===== src/rtl/rtc_irq_fout.sv =====
module rtc_irq_fout #(
  parameter int PULSE_TICKS = 8192,
  parameter int DIV_W       = 20
) (
  input  logic       clk,
  input  logic       rst_n,
  input  logic       osc32k,
  input  logic       alarm_hit,
  input  logic       event_hit,
  input  logic       on_battery,
  input  logic       stat_rd_done,
  input  logic       bus_we,
  input  logic       bus_sel,
  input  logic [7:0] bus_wdata,
  output logic [7:0] ctrl_rd,
  output logic [7:0] stat_rd,
  output logic       irq_fout_n
);
  localparam int PW = $clog2(PULSE_TICKS + 1);
  localparam logic [PW-1:0] PLOAD = PW'(PULSE_TICKS);

  logic [7:0]       ctrl_q;
  logic             osc_d, bat_d, tick;
  logic [DIV_W-1:0] div_q;
  logic [PW-1:0]    pulse_q;
  logic             batf, almf, evtf, arst_q;

  wire [3:0] fo     = ctrl_q[3:0];
  wire       pmode  = ctrl_q[7];
  wire       alme   = ctrl_q[6];
  wire       silent = ctrl_q[4] & on_battery;
  wire       alm_en = alme & (fo == 4'd0);
  wire       match  = alarm_hit & alm_en;
  wire       wr_ctl = bus_we & ~bus_sel;
  wire       wr_st  = bus_we & bus_sel;
  wire       fo_chg = wr_ctl & (bus_wdata[3:0] != fo);
  wire       autoc  = arst_q & stat_rd_done;
  wire       bat_set = on_battery & ~bat_d;

  assign tick = osc32k & ~osc_d;

  logic [4:0] bit_idx;
  always_comb begin
    case (fo)
      4'd2:    bit_idx = 5'd2;
      4'd3:    bit_idx = 5'd4;
      default: bit_idx = 5'({1'b0, fo}) + 5'd4;
    endcase
  end

  logic wave;
  always_comb begin
    if (fo == 4'd1) wave = osc_d;
    else            wave = div_q[bit_idx];
  end

  logic pin_next;
  always_comb begin
    if (silent)           pin_next = 1'b1;
    else if (fo != 4'd0)  pin_next = wave;
    else if (alme)        pin_next = pmode ? (pulse_q == '0) : ~almf;
    else                  pin_next = 1'b1;
  end

  always_ff @(posedge clk or negedge rst_n) begin
    if (!rst_n) begin
      ctrl_q     <= '0;
      osc_d      <= 1'b0;
      bat_d      <= 1'b0;
      div_q      <= '0;
      pulse_q    <= '0;
      batf       <= 1'b0;
      almf       <= 1'b0;
      evtf       <= 1'b0;
      arst_q     <= 1'b0;
      irq_fout_n <= 1'b1;
    end else begin
      osc_d      <= osc32k;
      bat_d      <= on_battery;
      irq_fout_n <= pin_next;
      if (wr_ctl) ctrl_q <= bus_wdata;
      if (fo_chg)    div_q <= '0;
      else if (tick) div_q <= div_q + 1'b1;
      if (match && pmode)             pulse_q <= PLOAD;
      else if (tick && pulse_q != '0) pulse_q <= pulse_q - 1'b1;
      if (wr_st) arst_q <= bus_wdata[7];
      if (bat_set)                            batf <= 1'b1;
      else if (autoc || (wr_st && !bus_wdata[0])) batf <= 1'b0;
      if (match)                              almf <= 1'b1;
      else if (autoc || (wr_st && !bus_wdata[1])) almf <= 1'b0;
      if (event_hit)                          evtf <= 1'b1;
      else if (autoc || (wr_st && !bus_wdata[2])) evtf <= 1'b0;
    end
  end

  assign ctrl_rd = ctrl_q;
  assign stat_rd = {arst_q, 4'b0000, evtf, almf, batf};

  assert_pulse_hold_R5: assert property (@(posedge clk) disable iff (!rst_n)
    (pulse_q != '0 && !tick && !alarm_hit) |=> $stable(pulse_q));
  assert_pulse_bound_R5: assert property (@(posedge clk) disable iff (!rst_n)
    pulse_q <= PLOAD);
  assert_level_low_R6: assert property (@(posedge clk) disable iff (!rst_n)
    (!pmode && alm_en && !silent && almf) |=> !irq_fout_n);
  assert_fout_blocks_alarm_R4: assert property (@(posedge clk) disable iff (!rst_n)
    (alarm_hit && fo != 4'd0 && !almf) |=> !almf);
  assert_fout_no_pulse_R4: assert property (@(posedge clk) disable iff (!rst_n)
    (alarm_hit && fo != 4'd0 && pulse_q == '0) |=> pulse_q == '0);
  assert_battery_silent_R7: assert property (@(posedge clk) disable iff (!rst_n)
    (ctrl_q[4] && on_battery) |=> irq_fout_n);
  assert_autoclear_R8: assert property (@(posedge clk) disable iff (!rst_n)
    (stat_rd_done && arst_q && !alarm_hit && !event_hit && !bat_set) |=> stat_rd[2:0] == 3'b000);
endmodule


===== config.mk =====
export PLATFORM = sky130hd
export DESIGN_NAME = rtc_irq_fout
export DESIGN_NICKNAME = d
export VERILOG_FILES = /design/src/rtl/rtc_irq_fout.sv
export SDC_FILE = /design/constraint.sdc
export NUM_CORES = 1
export LEC_CHECK = 0
export BUFFER_PORTS_ARGS = -buffer_cell sky130_fd_sc_hd__buf_2
export CORE_MARGIN = 4
export CORE_UTILIZATION = 55
export CTS_CLUSTER_SIZE = 28
export DETAILED_ROUTE_END_ITERATION = 7
export GPL_TIMING_DRIVEN = 0
export PLACE_DENSITY = 0.76
export SETUP_SLACK_MARGIN = 0.2
export SYNTH_ARGS = -nofsm -noshare
export SYNTH_HDL_FRONTEND = slang
export SYNTH_SLANG_ARGS = --single-unit

===== constraint.sdc =====
create_clock -name clk -period 3.4 [get_ports clk]
set_input_delay 0.51 -clock clk [delete_from_list [all_inputs] [get_ports clk]]
set_output_delay 0.51 -clock clk [all_outputs]
set_load 0.005 [all_outputs]

==> results.sh <==
export IMPL_diodes=0
export IMPL_synth_seq_cells=49
export IMPL_gp_congestion=0.863
export IMPL_die_y_um=80.7
export IMPL_setup_slack_ns=0.810
export IMPL_wl_per_cell_um=14.6
export IMPL_die_w_um=80.7
export IMPL_n_fill_cell=438
export IMPL_clock_root_buffer="clkbuf_8"
export IMPL_avgSynthCellArea_um2=9.49
export IMPL_dp_cells=408
export IMPL_grt_max_degree=50
export IMPL_cp_end_kind="flip-flop"
export IMPL_core_area_um2=5110
export IMPL_drc=0
export IMPL_cp_max_fo=10
export IMPL_tns_ns=0
export IMPL_async_flop_share_pct=100
export IMPL_clk_pin_slew_ns=0.09
export IMPL_clock_path_buffers=2
export IMPL_power_density_nw_per_um2=506
export IMPL_drt_iter0_drc=138
export IMPL_h_tree_depth=2
export IMPL_grt_pass1_wl_um=10600
export IMPL_setup_viol=0
export IMPL_ys_warn_count=0
export IMPL_maxCapViolCount=0
export IMPL_port_buffers=29
export IMPL_worstPathCellList="inv_1 -> ha_1 -> clkbuf_1 -> and3_1 -> nand2_1 -> nor2_1 -> clkbuf_1 -> nor2_1"
export IMPL_cts_resized=0
export IMPL_slew_headroom_pct=28.0
export IMPL_hold_slack_ns=0.342
export IMPL_rsz0062_at_grt="no"
export IMPL_dieArea_um2=6510
export IMPL_synth_cells=306
export IMPL_layout_drive_gt1_share_pct=18.8
export IMPL_worst_pin_slew_ns=1.08
export IMPL_hpwl_um=4420
export IMPL_place_ws_ns=0.841
export IMPL_seq_area_frac_synth_pct=42.2
export IMPL_mostFrequentLayoutCells="dfrtp_1 (48), nor2_1 (39), buf_2 (31)"
export IMPL_critPathMaxStageDelay_ns=0.51
export IMPL_ios=34
export IMPL_stdcell_count=416
export IMPL_cpMaxStageDelayCell="dfrtp_1"
export IMPL_ir_drop_v=0.000296
export IMPL_fmax_mhz=386
export IMPL_yosysUniqueCellTypes=56
export IMPL_first_pass_iters=4
export IMPL_grt_pass1_vias=2247
export IMPL_outcome="finished clean"
export IMPL_totalPowerFinal_mw=1.65
export IMPL_hold_viol_final=0
export IMPL_cts_setup_buffers=0
export IMPL_routed_wl_um=6070
export IMPL_skew_ns=0.0118
export IMPL_cts_tree="done"
export IMPL_synth_ff_type="dfrtp_1"
export IMPL_area_growth_syn_to_layout_pct=11.9
export IMPL_ctsHoldBuffers=0
export IMPL_final_common_cell="dfrtp_1"
export IMPL_start_util_pct=56.9
export IMPL_grtUsageTotal_pct=20.7
export IMPL_min_period_ns=2.59
export IMPL_ant_nets=0
export IMPL_clk_latency_ns=0.31
export IMPL_cts_buffers=5
export IMPL_num_vias=2297
export IMPL_num_rows=26
export IMPL_power_leakage_nw=1.39
export IMPL_fin_nets=367
export IMPL_synth_edf_count=0
export IMPL_grt_antenna_before_repair=0
export IMPL_cp_data_arrival_time_ns=2.76
export IMPL_drv_slew=0
export IMPL_crit_type="reg -> reg"
export IMPL_syn_area_um2=2910
export IMPL_crit_required_ns=3.57
export IMPL_grt_ovfl_total=0
export IMPL_cts_sinks=49
export IMPL_routed_via_density=5.52
export IMPL_period_share_pct=76.2
export IMPL_worstSetupStartpointType="flip-flop"
export IMPL_holdCritPathClass="in -> reg"
## critical path: cells and delay by family, from the launching register on
family / cells / cell delay (ns)
flops: 1 / 0.51
buf+inv: 3 / 0.94
fa+ha+maj: 1 / 0.34
simple gates: 4 / 0.69
## metrics by stage
stage / cell area, µm² / utilization (%)
3_5_place_dp: 3150 / 61.7
6_report: 3250 / 63.6
5_1_grt: 3250 / 63.6
3_3_place_gp: 3150 / 61.7
4_1_cts: 3250 / 63.6
2_1_floorplan: 2920 / -
## cell type report
cell class	instances	area (µm²)	area share, %
plain buffers	21	111	3.43
multi-input cells	229	1540	47.4
inverters	10	37.5	1.15
flip-flops and latches	49	1230	37.8
repair buffers	29	145	4.46
well taps	70	87.6	2.69
clock buffers	7	96.3	2.96
clock inverters	1	5.00	0.154
## synth_stat cells (all sizes together) (7+ instances only)
cell type / count / share of area [%]
nand2: 20 / 2.6
nor2: 39 / 5.0
buf: 10 / 2.4
a21oi: 7 / 1.2
xor2: 20 / 6.5
nor3: 8 / 1.4
nand4: 14 / 3.5
nand3: 10 / 1.7
o21ai: 14 / 2.4
nor2b: 7 / 1.5
a2111oi: 8 / 3.3
xnor2: 14 / 4.2
inv: 10 / 1.3
clkbuf: 11 / 1.4
dfrtp: 48 / 41
## cell families after synthesis
family,share of synthesized area (%)
AO/OA/AOI/OAI,13.7
other,0.129
AND/OR/NAND/NOR,23.2
XOR/XNOR,10.8
multiplexers,2.67
flip-flops,42.2
buffers and inverters,5.13
adder cells (fa/ha/maj),2.15
## flip-flops by register name, summed over array words and instances, names as in the netlist
name	flops
almf	1
arst_q	1
bat_d	1
batf	1
ctrl_rd	8
div_q	20
evtf	1
irq_fout_n	1
osc_d	1
pulse_q	14
## report_power, final
| part | switching [mW] | internal, mW | total, mW |
|---|---|---|---|
| clock network | 0.193 | 0.184 | 0.377 |
| registers | 0.115 | 0.692 | 0.807 |
| logic | 0.252 | 0.210 | 0.462 |
| total | 0.560 | 1.09 | 1.65 |
## path summary, 6_finish.rpt
| check | start | cells after the start | slack [ns] | end |
|---|---|---|---|---|
| worst min-delay path | osc32k | 1 | 0.34 | osc_d$_DFF_PN0_ |
| worst max register to register | ctrl_rd[2]$_DFFE_PN0P_ | 8 | 0.81 | pulse_q[2]$_DFFE_PN0P_ |
| worst min register to register | bat_d$_DFF_PN0_ | 1 | 0.44 | batf$_DFFE_PN0P_ |
| max in group asynchronous | rst_n | 1 | 2.33 | div_q[6]$_DFFE_PN0P_ |
| worst max-delay path | ctrl_rd[2]$_DFFE_PN0P_ | 8 | 0.81 | pulse_q[2]$_DFFE_PN0P_ |
| min in group asynchronous | rst_n | 1 | 0.40 | evtf$_DFFE_PN0P_ |
## metal layers
metal	GRT usage, %	share of wire, %
met5	0	0
met2	34.0	46
met1	28.0	48
met4	5.57	1.1
met3	3.92	4.8
Note: power is estimated with default switching activity, not from simulation.
